[src/rtl/coh_pkg.sv]
// Shared types for the line coherence controller.
// Assumes a two-bit state code; the numeric values are relied upon only
// through the enum names.
package coh_pkg;
    typedef enum logic [1:0] {
        LS_INV = 2'd0,
        LS_SHR = 2'd1,
        LS_EXC = 2'd2,
        LS_MOD = 2'd3
    } line_state_e;

    typedef enum logic {
        PH_IDLE = 1'b0,
        PH_WAIT = 1'b1
    } req_phase_e;
endpackage

[src/rtl/coh_line_array.sv]
// State and data storage for every line, with the per-line next-state rule.
// Order of effects within one cycle: snoop first, then the bus response,
// then a local write. The request sequencer guarantees that a local write
// never targets the line a snoop addresses in the same cycle.
module coh_line_array
    import coh_pkg::*;
#(
    parameter int NUM_LINES = 4,
    parameter int DATA_W    = 32,
    parameter int IDX_W     = 2
) (
    input  logic                                clk,
    input  logic                                rst_n,
    input  logic                                snp_valid,
    input  logic                                snp_inv,
    input  logic [IDX_W-1:0]                    snp_line,
    input  logic [IDX_W-1:0]                    rsp_line,
    input  logic                                fill_en,
    input  logic                                fill_shared,
    input  logic [DATA_W-1:0]                   fill_data,
    input  logic                                grant_en,
    input  logic                                wr_en,
    input  logic [IDX_W-1:0]                    wr_line,
    input  logic [DATA_W-1:0]                   wr_data,
    output logic [NUM_LINES-1:0][1:0]           state_vec,
    output logic [NUM_LINES-1:0][DATA_W-1:0]    data_vec
);

    for (genvar g = 0; g < NUM_LINES; g++) begin : g_line
        line_state_e       cur_st;
        line_state_e       nxt_st;
        logic [DATA_W-1:0] cur_dat;
        logic [DATA_W-1:0] nxt_dat;
        logic              snp_here;
        logic              rsp_here;
        logic              wr_here;

        assign snp_here = snp_valid && (snp_line == IDX_W'(g));
        assign rsp_here = rsp_line == IDX_W'(g);
        assign wr_here  = wr_en && (wr_line == IDX_W'(g));

        // Next state: snoop effect, then response, then local write.
        always_comb begin
            nxt_st = cur_st;
            if (snp_here) begin
                if (snp_inv)
                    nxt_st = LS_INV;
                else if (cur_st == LS_MOD || cur_st == LS_EXC)
                    nxt_st = LS_SHR;
            end
            if (fill_en && rsp_here)
                nxt_st = fill_shared ? LS_SHR : LS_EXC;
            else if (grant_en && rsp_here && nxt_st == LS_SHR)
                nxt_st = LS_EXC;
            if (wr_here)
                nxt_st = LS_MOD;
        end

        // Next data: a fill or a local write replaces the line contents.
        always_comb begin
            nxt_dat = cur_dat;
            if (fill_en && rsp_here)
                nxt_dat = fill_data;
            else if (wr_here)
                nxt_dat = wr_data;
        end

        // Line registers with synchronous reset to Invalid.
        always_ff @(posedge clk) begin
            if (!rst_n) begin
                cur_st  <= LS_INV;
                cur_dat <= '0;
            end else begin
                cur_st  <= nxt_st;
                cur_dat <= nxt_dat;
            end
        end

        assign state_vec[g] = cur_st;
        assign data_vec[g]  = cur_dat;
    end

endmodule

[src/rtl/coh_snoop_wb.sv]
// Write-back generator: registers a one-cycle pulse carrying the index and
// data of a Modified line that any snoop hits. Assumes at most one snoop
// per cycle.
module coh_snoop_wb
    import coh_pkg::*;
#(
    parameter int NUM_LINES = 4,
    parameter int DATA_W    = 32,
    parameter int IDX_W     = 2
) (
    input  logic                                clk,
    input  logic                                rst_n,
    input  logic                                snp_valid,
    input  logic [IDX_W-1:0]                    snp_line,
    input  logic [NUM_LINES-1:0][1:0]           state_vec,
    input  logic [NUM_LINES-1:0][DATA_W-1:0]    data_vec,
    output logic                                wb_valid,
    output logic [IDX_W-1:0]                    wb_line,
    output logic [DATA_W-1:0]                   wb_data
);

    logic dirty_hit;

    // Snoop lands on a dirty line this cycle.
    assign dirty_hit = snp_valid && (line_state_e'(state_vec[snp_line]) == LS_MOD);

    // Capture the write-back pulse and its payload.
    always_ff @(posedge clk) begin
        if (!rst_n) begin
            wb_valid <= 1'b0;
            wb_line  <= '0;
            wb_data  <= '0;
        end else begin
            wb_valid <= dirty_hit;
            if (dirty_hit) begin
                wb_line <= snp_line;
                wb_data <= data_vec[snp_line];
            end
        end
    end

endmodule

[src/rtl/coh_req_fsm.sv]
// Core-side sequencer: decides hits, stalls the core, and keeps the single
// outstanding bus request until a grant or a refusal arrives. Assumes the
// bus answers only while a request is outstanding; a grant beats a
// simultaneous refusal.
module coh_req_fsm
    import coh_pkg::*;
#(
    parameter int IDX_W = 2
) (
    input  logic              clk,
    input  logic              rst_n,
    input  logic              core_valid,
    input  logic              core_write,
    input  logic [IDX_W-1:0]  core_line,
    input  line_state_e       cur_state,
    input  logic              snoop_clash,
    input  logic              bus_grant,
    input  logic              bus_refuse,
    output logic              core_ready,
    output logic              wr_en,
    output logic              bus_req_valid,
    output logic              bus_req_own,
    output logic [IDX_W-1:0]  bus_req_line,
    output logic              fill_en,
    output logic              grant_en
);

    req_phase_e phase;
    logic       hit;
    logic       launch;
    logic       done;

    // Hit rule: reads need any valid state, writes need sole ownership.
    always_comb begin
        if (core_write)
            hit = (cur_state == LS_EXC) || (cur_state == LS_MOD);
        else
            hit = (cur_state != LS_INV);
    end

    assign core_ready = (phase == PH_IDLE) && core_valid && !snoop_clash && hit;
    assign wr_en      = core_ready && core_write;
    assign launch     = (phase == PH_IDLE) && core_valid && !snoop_clash && !hit;
    assign done       = (phase == PH_WAIT) && (bus_grant || bus_refuse);
    assign fill_en    = (phase == PH_WAIT) && bus_grant && !bus_req_own;
    assign grant_en   = (phase == PH_WAIT) && bus_grant && bus_req_own;
    assign bus_req_valid = (phase == PH_WAIT);

    // Request phase and the latched request fields.
    always_ff @(posedge clk) begin
        if (!rst_n) begin
            phase        <= PH_IDLE;
            bus_req_own  <= 1'b0;
            bus_req_line <= '0;
        end else if (launch) begin
            phase        <= PH_WAIT;
            bus_req_own  <= core_write && (cur_state == LS_SHR);
            bus_req_line <= core_line;
        end else if (done) begin
            phase        <= PH_IDLE;
        end
    end

endmodule

[src/rtl/coh_line_ctrl.sv]
// Top of the line coherence controller: ties the sequencer, the line
// storage and the write-back generator together. Assumes the core holds
// its request until core_ready and that one snoop arrives per cycle at most.
module coh_line_ctrl
    import coh_pkg::*;
#(
    parameter int NUM_LINES = 4,
    parameter int DATA_W    = 32,
    localparam int IDX_W    = (NUM_LINES > 1) ? $clog2(NUM_LINES) : 1
) (
    input  logic              clk,
    input  logic              rst_n,
    input  logic              core_valid,
    input  logic              core_write,
    input  logic [IDX_W-1:0]  core_line,
    input  logic [DATA_W-1:0] core_wdata,
    output logic              core_ready,
    output logic [DATA_W-1:0] core_rdata,
    output logic              bus_req_valid,
    output logic              bus_req_own,
    output logic [IDX_W-1:0]  bus_req_line,
    input  logic              bus_grant,
    input  logic              bus_refuse,
    input  logic              bus_shared,
    input  logic [DATA_W-1:0] bus_fill_data,
    input  logic              snoop_valid,
    input  logic              snoop_inv,
    input  logic [IDX_W-1:0]  snoop_line,
    output logic              wb_valid,
    output logic [IDX_W-1:0]  wb_line,
    output logic [DATA_W-1:0] wb_data
);

    logic [NUM_LINES-1:0][1:0]        state_vec;
    logic [NUM_LINES-1:0][DATA_W-1:0] data_vec;
    line_state_e                      cur_state;
    logic                             snoop_clash;
    logic                             wr_en;
    logic                             fill_en;
    logic                             grant_en;

    assign cur_state   = line_state_e'(state_vec[core_line]);
    assign snoop_clash = snoop_valid && (snoop_line == core_line);
    assign core_rdata  = data_vec[core_line];

    coh_req_fsm #(.IDX_W(IDX_W)) u_fsm (
        .clk           (clk),
        .rst_n         (rst_n),
        .core_valid    (core_valid),
        .core_write    (core_write),
        .core_line     (core_line),
        .cur_state     (cur_state),
        .snoop_clash   (snoop_clash),
        .bus_grant     (bus_grant),
        .bus_refuse    (bus_refuse),
        .core_ready    (core_ready),
        .wr_en         (wr_en),
        .bus_req_valid (bus_req_valid),
        .bus_req_own   (bus_req_own),
        .bus_req_line  (bus_req_line),
        .fill_en       (fill_en),
        .grant_en      (grant_en)
    );

    coh_line_array #(.NUM_LINES(NUM_LINES), .DATA_W(DATA_W), .IDX_W(IDX_W)) u_lines (
        .clk         (clk),
        .rst_n       (rst_n),
        .snp_valid   (snoop_valid),
        .snp_inv     (snoop_inv),
        .snp_line    (snoop_line),
        .rsp_line    (bus_req_line),
        .fill_en     (fill_en),
        .fill_shared (bus_shared),
        .fill_data   (bus_fill_data),
        .grant_en    (grant_en),
        .wr_en       (wr_en),
        .wr_line     (core_line),
        .wr_data     (core_wdata),
        .state_vec   (state_vec),
        .data_vec    (data_vec)
    );

    coh_snoop_wb #(.NUM_LINES(NUM_LINES), .DATA_W(DATA_W), .IDX_W(IDX_W)) u_wb (
        .clk       (clk),
        .rst_n     (rst_n),
        .snp_valid (snoop_valid),
        .snp_line  (snoop_line),
        .state_vec (state_vec),
        .data_vec  (data_vec),
        .wb_valid  (wb_valid),
        .wb_line   (wb_line),
        .wb_data   (wb_data)
    );

endmodule

[config.mk]
export PLATFORM = sky130hd
export DESIGN_NAME = coh_line_ctrl
export DESIGN_NICKNAME = d
export VERILOG_FILES = /design/src/rtl/coh_pkg.sv /design/src/rtl/coh_line_array.sv /design/src/rtl/coh_snoop_wb.sv /design/src/rtl/coh_req_fsm.sv /design/src/rtl/coh_line_ctrl.sv
export SDC_FILE = /design/constraint.sdc
export NUM_CORES = 1
export LEC_CHECK = 0
export BUFFER_PORTS_ARGS = -buffer_cell sky130_fd_sc_hd__buf_2
export CAP_MARGIN = 20
export CORE_ASPECT_RATIO = 1.25
export CORE_MARGIN = 5
export CORE_UTILIZATION = 58
export DETAILED_ROUTE_END_ITERATION = 12
export PLACE_DENSITY = 0.8
export REMOVE_ABC_BUFFERS = 1
export SLEW_MARGIN = 15
export SYNTH_ARGS = -nofsm -noshare
export SYNTH_HDL_FRONTEND = slang
export SYNTH_HIERARCHICAL = 1
export SYNTH_SLANG_ARGS = --single-unit
export TNS_END_PERCENT = 100
[constraint.sdc]
create_clock -name clk -period 2.6 [get_ports clk]
set_input_delay 0 -clock clk [delete_from_list [all_inputs] [get_ports clk]]
set_output_delay 0 -clock clk [all_outputs]
set_load 0.02 [all_outputs]
* Yosys cells after proc, flatten, opt, wreduce, memory -nomap -nowiden
Index checks and enable logic that the tools add are counted.
Widths: inputs -> output; s select.
** Cells by class
- Add/subtract/negate cells :: 0
- Reductions and logical operators :: 50
- Bitwise gates (word level) :: 1
- Mux-type cells :: 44
- Shifts and indexed selects :: 0
- $mul :: 0
- Equal/unequal tests :: 26
- Div/mod/pow operators :: 0
- Magnitude comparators :: 2
** Operators with widths (count)
- $mux 32 :: 10
- $bmux 32 s2 :: 2
- $mux 2 :: 27
- $eq 2x2->1 const B :: 17
- $logic_and 1x1->1 :: 32
- $eq 2x1->1 const B :: 8
- $reduce_bool 2->1 :: 6
- $bmux 2 s2 :: 2
- $logic_not 2->1 :: 3
- $logic_or 1x1->1 :: 6
- $lt 2x3->1 const B :: 2
- $logic_not 1->1 :: 3
- $mux 1 :: 3
- $eq 2x2->1 :: 1
- $not 1->1 :: 1
** Word-level totals
- Word-level logic and storage cells :: 137
- Latch bits :: 0
- Bits in read-only memories :: 0
- RAM bits :: 0
- Input port bits :: 77
- Memories :: 0
- Flip-flop bits (word level) :: 175

* Depth between registers and ports, before layout
Gate-level depths: netlist of run 1.
- Depth in word-level cells :: 10
- Mapped depth :: 12
- Depth with buffers taken out :: 8

* Hierarchy
The synthesis of run 1 kept the hierarchy.
** Modules (own cells, without submodules)
- coh_line_array :: area each 6492.5 um2, times used 1, cells an instance 650
- coh_snoop_wb :: area each 2210.9 um2, times used 1, cells an instance 199
- coh_line_ctrl :: area each 899.6 um2, times used 1, cells an instance 45
- coh_req_fsm :: area each 217.7 um2, times used 1, cells an instance 26

* Worst setup path before layout of run 1
No wires, ideal clock.
- Path kind :: in2reg
- Start :: input port core_line[0]
- End :: register u_lines.g_line[0].cur_dat[10]
- Buffers on the path :: 4
- Required time :: 2.484 ns
- Stages on the path :: 12
- Arrival time :: 2.114 ns
- Setup slack :: 0.369 ns
- Cells stage by stage :: buf_6 -> buf_12 -> xnor2_1 -> and3_1 -> or3b_4 -> nor2_1 -> nor3b_1 -> buf_2 -> buf_4 -> mux2i_1 -> nand2_1 -> o211a_1
** Between the ends
- Elaborated cells between the ends (all ways) :: 16
- Those cells by class :: eq/ne (3); mux (3); reduce/logical (10)
** RTL lines
- start, declared :: line coh_line_ctrl.sv:15 : input logic [IDX_W-1:0] core_line,
- $eq 2x2->1 :: line coh_line_ctrl.sv:43 : assign snoop_clash = snoop_valid && (snoop_line == core_line);
- $logic_and 1x1->1 :: line coh_line_ctrl.sv:43
- via snoop_clash :: line coh_line_ctrl.sv:37 : logic snoop_clash;
- $logic_not 1->1 :: line coh_req_fsm.sv:41 : assign core_ready = (phase == PH_IDLE) && core_valid && !snoop_clash && hit;
- $logic_and 1x1->1 (2 in a row) :: line coh_req_fsm.sv:41
- $logic_and 1x1->1 :: line coh_req_fsm.sv:42 : assign wr_en = core_ready && core_write;
- via wr_en :: line coh_line_ctrl.sv:38 : logic wr_en;
- $logic_and 1x1->1 :: line coh_line_array.sv:40 : assign wr_here = wr_en && (wr_line == IDX_W'(g));
- $reduce_bool 2->1 (no source line)
- end signal, assigned :: line coh_line_array.sv:75 : cur_dat <= nxt_dat;
- end, declared :: line coh_line_array.sv:32 : logic [DATA_W-1:0] cur_dat;
The timed path passes the listed nets, and every way through them passes these cells. The select of a mux whose other input is x is not followed.
A chain may end at the register's enable or synchronous reset.

* Final worst setup path of run 1
- Start :: register u_lines.g_line[3].cur_st[1]
- End :: register u_lines.g_line[3].cur_st[0]
** Between the ends
- Elaborated cells between the ends (all ways) :: 21
- Those cells by class :: eq/ne (5); mux (9); reduce/logical (7)
** RTL lines
- start, declared :: line coh_line_array.sv:30 : line_state_e cur_st;
- start signal, assigned :: line coh_line_array.sv:74 : cur_st <= nxt_st;
- $bmux 2 s2 (*) :: line coh_line_ctrl.sv:42 : assign cur_state = line_state_e'(state_vec[core_line]);
- $mux 2 (not written as such) (*) :: line coh_line_ctrl.sv:42
- via cur_state[1] :: line coh_line_ctrl.sv:36 : line_state_e cur_state;
- $eq 2x2->1 :: line coh_req_fsm.sv:36 : hit = (cur_state == LS_EXC) || (cur_state == LS_MOD);
- $logic_or 1x1->1 :: line coh_req_fsm.sv:36
- $mux 1 (*) :: line coh_req_fsm.sv:35 : if (core_write)
- $logic_and 1x1->1 (*) :: line coh_req_fsm.sv:41
- $logic_and 1x1->1 (*) :: line coh_req_fsm.sv:42
- via wr_en :: line coh_line_ctrl.sv:38
- $logic_and 1x1->1 (*) :: line coh_line_array.sv:40
- $mux 2 (*) :: line coh_line_array.sv:55 : if (wr_here)
The timed path passes the listed nets; every way through them passes the cells marked *. The select of a mux whose other input is x is not followed.

==> results of run 1 <==
==> final timing paths <==
kind | start | to | slack, ps | cells after the start
setup / recovery | u_lines/g_line[3].cur_st[1] | u_lines/g_line[3].cur_st[0] | 90 | 9
setup reg to reg | u_lines/g_line[3].cur_st[1] | u_lines/g_line[3].cur_st[0] | 90 | 9
hold reg to reg | u_wb/wb_data[14] | u_wb/wb_data[14] | 460 | 2
hold / removal | core_wdata[1] | u_lines/g_line[3].cur_dat[1] | 20 | 4
==> metrics by stage <==
stage	hold WS (ps)	power [mW]	utilization, %	cell area (um2)
floorplan	108	3.09	-	9300
global placement	296	3.40	63.7	10600
detailed placement	299	3.41	63.7	10600
CTS	0.966	6.12	71.5	11900
global route	29.5	6.31	71.7	12000
finish	20.1	6.09	71.7	12000
==> cell usage in the layout, fill, tap and decap left out, types with 3 or more instances in the layout <==
| cell | n |
|---|---|
| mux4_1 | 4 |
| mux4_2 | 62 |
| nor3b_1 | 3 |
| and3_1 | 4 |
| mux2i_1 | 162 |
| clkinv_2 | 4 |
| buf_2 | 147 |
| clkbuf_8 | 4 |
| o31ai_1 | 4 |
| nand3b_1 | 3 |
| a21oi_1 | 7 |
| dlygate4sd3_1 | 69 |
| o211a_1 | 130 |
| o21ai_0 | 10 |
| nand3_1 | 6 |
| buf_12 | 6 |
| inv_1 | 7 |
| buf_4 | 23 |
| nor2_1 | 9 |
| dfxtp_1 | 175 |
| bufinv_16 | 3 |
| clkbuf_16 | 18 |
| nand2_1 | 210 |
==> power by group <==
part | switching [mW] | internal (mW)
sequential | 0.0463 | 2.73
clock | 1.07 | 1.59
combinational | 0.350 | 0.312
==> Yosys cell counts (8+ instances only) <==
cell	instances	share of area (%)
nand2_1	211	8.1
dfxtp_1	175	36
mux2i_1	162	17
o211a_1	130	13
mux4_2	61	14
clkbuf_1	40	1.5
buf_2	23	1.2
buf_6	11	1.3
nor2_1	10	0.38
o21ai_0	10	0.51
nand3_1	8	0.41
==> flip-flops by register name, summed over array words and instances (netlist names) <==
signal	flops
u_fsm/bus_req_valid	1
u_lines/g_line.cur_dat	128
u_lines/g_line.cur_st	8
u_wb/wb_data	32
u_fsm/bus_req_own	1
u_fsm/bus_req_line	2
u_wb/wb_valid	1
u_wb/wb_line	2
==> per-layer routing <==
metal	part of all wire (%)	up-vias	global-route usage, %	routed length [um]
li1	-	3783	-	-
met1	40	4095	33.4	10800
met2	51	343	47.0	13800
met3	6.2	53	4.74	1660
met4	2.7	0	12.5	720
met5	0	-	0	0
==> layout make-up <==
class / instances / area, um2
flip-flops and latches: 175 / 3500
repair buffers: 248 / 1770
diodes: 2 / 5.00
multi-input cells: 650 / 5790
well taps: 220 / 275
clock inverters: 10 / 135
fillers: 1247 / 4730
inverters: 7 / 26.3
clock buffers: 22 / 474
==> kinds of logic after synthesis <==
kind of cell	synth area share (%)
muxes	31.8
buffers and inverters	5.53
AOI/OAI and AO/OA	16.1
and+or+nand+nor	10.7
xor gates and xnor gates	0.178
DFF	35.7
==> critical path: cells and delay by family (launching register included) <==
kind,cells,cell delay [ps]
buffers and inverters,3,830
and+or+nand+nor,4,380
DFF,1,360
muxes,1,570
AOI/OAI and AO/OA,1,230
==> repair_timing <==
action / 4_1_cts / 5_1_grt
setup endpoints to repair: 0 / 1
endpoints found under the hold margin: 133 / 0
resized for setup: 0 / 4
hold buffers: 69 / 0
==> flow_metrics.py, run 1 <==
metrics = {
    "hold_path": {
        "hold_class": "input pin to flip-flop",
    },
    "worst_setup_path": {
        "required_ps": 2920,
        "crit_path_top_delay_cell": "mux4_2",
        "endpoint_kind": "flip-flop",
        "critPathMaxFanout": 11,
        "path_class": "flip-flop to flip-flop",
        "arrival_ps": 2830,
        "setup.worst_path.start_class": "flip-flop",
        "crit_chain": "mux4_2 -> nand2_1 -> nor2_2 -> nand3_2 -> buf_12 -> inv_1 -> o31ai_1 -> nor2_1 -> dlygate4sd3_1",
        "crit_path_max_incr_delay_ps": 570,
    },
    "yosys": {
        "synth_area_per_cell_um2": 10.7,
        "yosysSeqAreaShare_pct": 35.7,
        "synthCells": 920,
        "synthFlopType": "dfxtp_1",
        "yosysWarnings": 6,
        "synth.cell_area_um2": 9820,
        "synth-seq-cells": 175,
        "synth_edf_count": 0,
        "synth_cell_types": 47,
        "postSynth.asyncResetShare_pct": 0,
    },
    "route": {
        "drcViolationCount": 0,
        "drtIter0Drc": 708,
        "via_count": 8274,
        "vias_per_cell": 6.20,
        "ant_nets": 0,
        "finalWirelength_mm": 26.9,
        "dr.pass1.iters": 5,
        "routedWlPerCell_um": 20.2,
    },
    "flow_run": {
        "timing.max_cap.violations": 0,
    },
    "global_routing": {
        "grt_max_degree": 71,
        "antenna_found_initial": 2,
        "grt_pass1_vias": 8289,
        "track_usage_pct": 27.3,
        "grt_pass1_wl_mm": 43.0,
        "grt_overflow": 0,
    },
    "clock_tree": {
        "root_buffer": "clkbuf_16",
        "path_clk_slew_ps": 70,
        "numCtsBuffers": 17,
        "postCtsSetupRepairBufs": 0,
        "clk_latency_ps": 430,
        "clockBufferDepth": 2,
        "h-tree-depth": 4,
        "cts.sinks": 175,
        "cts_tree": "built",
    },
    "floorplanning": {
        "die-height_um": 155,
        "die_x_um": 126,
        "initial_core_util_pct": 58.8,
        "die_area_um2": 19700,
        "pin_count": 149,
        "std_cell_rows": 53,
        "core-area_um2": 16700,
    },
    "timing": {
        "setup_tns_ps": 0,
        "finalSetupViolCount": 0,
        "rsz0062_at_grt": "false",
        "finalHoldViolCount": 0,
        "setup_ws_ps": 93.4,
        "slew_headroom_pct": 46.1,
        "max_freq_mhz": 399,
        "fin_crit_sh_pct": 96.4,
        "fin_crit_ps": 2510,
        "skew_ps": 7.92,
        "worst_pin_slew_ps": 809,
        "drv_slew": 0,
    },
    "power": {
        "vdd_drop_max_mv": 0.445,
        "power_leakage_nw": 7.27,
        "powerDensity_nw_per_um2": 509,
    },
    "finish": {
        "drive_above_1_share_pct": 25.4,
        "syn_to_final_growth_pct": 22.0,
        "final_cells": 1334,
        "finalNetCount": 1176,
    },
    "placed_design": {
        "dp_hpwl_mm": 16.2,
        "dp_slack_ps": 201,
        "gp_congestion": 0.800,
        "placed_cells": 1230,
        "portBuffers": 148,
    },
    "run_status": {
        "status": "complete, no violations",
    },
}
Power figures use the tool's default switching activity.
==> run 2, diff against run 1 <==
--- a/config.mk
+++ b/config.mk
@@ -5,13 +5,14 @@
 export SDC_FILE = /design/constraint.sdc
 export NUM_CORES = 1
 export LEC_CHECK = 0
-export BUFFER_PORTS_ARGS = -buffer_cell sky130_fd_sc_hd__buf_2
 export CAP_MARGIN = 20
 export CORE_ASPECT_RATIO = 1.25
 export CORE_MARGIN = 5
-export CORE_UTILIZATION = 58
+export CORE_UTILIZATION = 60
 export DETAILED_ROUTE_END_ITERATION = 12
-export PLACE_DENSITY = 0.8
+export DONT_BUFFER_PORTS = 1
+export PLACE_DENSITY = 0.75
+export RECOVER_POWER = 100
 export REMOVE_ABC_BUFFERS = 1
 export SLEW_MARGIN = 15
 export SYNTH_ARGS = -nofsm -noshare
==> flow_metrics.py, run 2 (synthesis gave the netlist of run 1 again) <==
metrics = {
    "power": {
        "clkPwrFrac_pct": 45.0,
        "powerDensity_nw_per_um2": 510,
        "power_mw": 6.00,
        "pwr-share-comb_pct": 8.7,
        "seqPwrFrac_pct": 46.4,
        "vdd_drop_max_mv": 0.379,
        "internal_power_mw": 4.64,
        "swShare_pct": 22.7,
        "power_leakage_nw": 6.78,
        "switchingPower_mw": 1.36,
    },
    "global_routing": {
        "track_usage_pct": 29.7,
        "grt_pass1_wl_mm": 45.4,
        "grt_overflow": 0,
        "grt_max_degree": 145,
        "grt_pass1_vias": 8600,
        "antenna_found_initial": 0,
    },
    "clock_tree": {
        "cts_tree": "built",
        "cts.sinks": 175,
        "clockBufferDepth": 2,
        "clk_latency_ps": 430,
        "h-tree-depth": 4,
        "root_buffer": "clkbuf_16",
        "path_clk_slew_ps": 60,
        "numCtsBuffers": 17,
    },
    "route": {
        "finalWirelength_mm": 28.9,
        "drcViolationCount": 0,
        "routedWlPerCell_um": 23.4,
        "drtIter0Drc": 823,
        "via_count": 8217,
        "vias_per_cell": 6.65,
        "dr.pass1.iters": 6,
        "ant_nets": 0,
    },
    "placed_design": {
        "gp_congestion": 0.808,
        "portBuffers": 0,
        "dp_hpwl_mm": 15.0,
    },
    "worst_setup_path": {
        "path_class": "flip-flop to flip-flop",
        "endpoint_kind": "flip-flop",
        "setup.worst_path.start_class": "flip-flop",
        "r2r_cells": 8,
        "r2r-start": "u_lines/g_line[1].cur_st[1]",
        "r2r_end": "u_lines/g_line[3].cur_st[1]",
        "crit_start": "u_lines/g_line[1].cur_st[1]",
        "required_ps": 2910,
        "arrival_ps": 2800,
        "r2r_setup_slack_ps": 110,
        "critPathMaxFanout": 34,
    },
    "finish": {
        "fillerInstances": 1147,
        "utilization_pct": 73.0,
        "mostFrequentLayoutCells": "nand2_1 (210), dfxtp_1 (175), mux2i_1 (162), dlygate4sd3_1 (142), o211a_1 (130)",
        "syn_to_final_growth_pct": 19.9,
        "largest_register": "u_lines/g_line.cur_dat",
        "reg.largest.list": "u_lines/g_line.cur_dat (128), u_wb/wb_data (32), u_lines/g_line.cur_st (8)",
        "largest_register_ffs": 128,
        "drive_above_1_share_pct": 11.5,
        "final_common_cell": "nand2_1",
        "antenna_cells": 0,
        "finalNetCount": 1085,
    },
    "timing": {
        "slew_headroom_pct": 48.8,
        "fin_crit_sh_pct": 95.9,
        "fin_crit_ps": 2490,
        "drv_slew": 0,
        "finalSetupViolCount": 0,
        "skew_ps": 10.6,
        "rsz0062_at_grt": "false",
        "worst_pin_slew_ps": 768,
        "max_freq_mhz": 401,
        "finalHoldViolCount": 0,
    },
    "floorplanning": {
        "pin_count": 149,
        "die_area_um2": 19000,
        "std_cell_rows": 52,
        "initial_core_util_pct": 60.9,
        "core-area_um2": 16100,
        "die_x_um": 124,
        "die-height_um": 153,
    },
    "hold_path": {
        "whs_endpoint": "u_lines/g_line[3].cur_st[0]",
        "hold_class": "input pin to flip-flop",
        "hold_depth": 4,
        "hp-start": "snoop_valid",
    },
    "flow_run": {
        "timing.max_cap.violations": 0,
    },
    "run_status": {
        "status": "complete, no violations",
    },
}
==> run 2: cell count changes in the layout (fill, tap and decap cells not counted), sizes merged <==
cell | before | now
inv | 7 | 8
clkbuf | 24 | 25
buf | 177 | 12
clkinv | 6 | 4
diode | 2 | 0
dlygate4sd3 | 69 | 142
==> run 2: worst max path at each step <==
stage	cells after the start	to
after floorplan	6	u_lines/g_line[0].cur_dat[0]
after global placement	7	u_lines/g_line[0].cur_dat[0]
after detailed placement	8	u_lines/g_line[0].cur_dat[25]
after CTS	5	u_fsm/bus_req_own
after global routing	8	u_lines/g_line[3].cur_st[0]
final	8	u_lines/g_line[3].cur_st[1]
==> run 2: area by class of cell <==
class | instances | area [um2] | share of cell area [%]
multi-input combinational | 650 | 5770 | 49.0
inverter | 7 | 26.3 | 0.223
timing repair buffer | 157 | 1580 | 13.4
sequential | 175 | 3500 | 29.7
tap | 216 | 270 | 2.29
clock buffer | 22 | 494 | 4.20
clock inverter | 9 | 130 | 1.10
==> run 2: metrics by stage <==
stage	cell area (um2)	setup TNS, ps	setup WS [ps]	std cells	hold slack (ps)
detailed placement	9760	0	263	1062	160
CTS	11800	0	49.4	1236	3.17
finish	11800	0	106	1236	31.6
global placement	9760	0	380	1062	149
floorplan	9300	-126680	-2690	832	108
global route	11800	0	37.0	1236	54.3
==> run 2: what timing repair did <==
action,CTS,global route
resized for setup,0,2
buffers inserted,0,0
endpoints found under the setup margin,0,1
hold buffers,143,0
hold endpoints to repair,175,0
==> run 2: routing by layer <==
metal	share of wire, %	global-route usage (%)	up-vias
met5	0	0	-
met4	3.7	15.7	0
met3	7.2	6.81	88
met1	38	34.7	4106
met2	51	50.7	422
li1	-	-	3601
==> run 2: power groups by stage <==
stage                     registers (mW)  clock network (mW)  logic [mW]
after floorplan                     2.83                   0       0.264
after global placement              2.83                   0       0.294
after detailed placement            2.84                   0       0.307
after CTS                           2.78                2.73       0.511
after global routing                2.79                2.86       0.551
final                               2.78                2.70       0.519
==> run 2: worst max-delay path: stages, from the launching register on <==
cell and delay [ps]:
dfxtp_1 370, mux4_2 530, nand2_1 80, nor2_1 80, nand3_2 80, clkbuf_4 640, o21ai_0 260, a31oi_1 250
nor2b_1 70
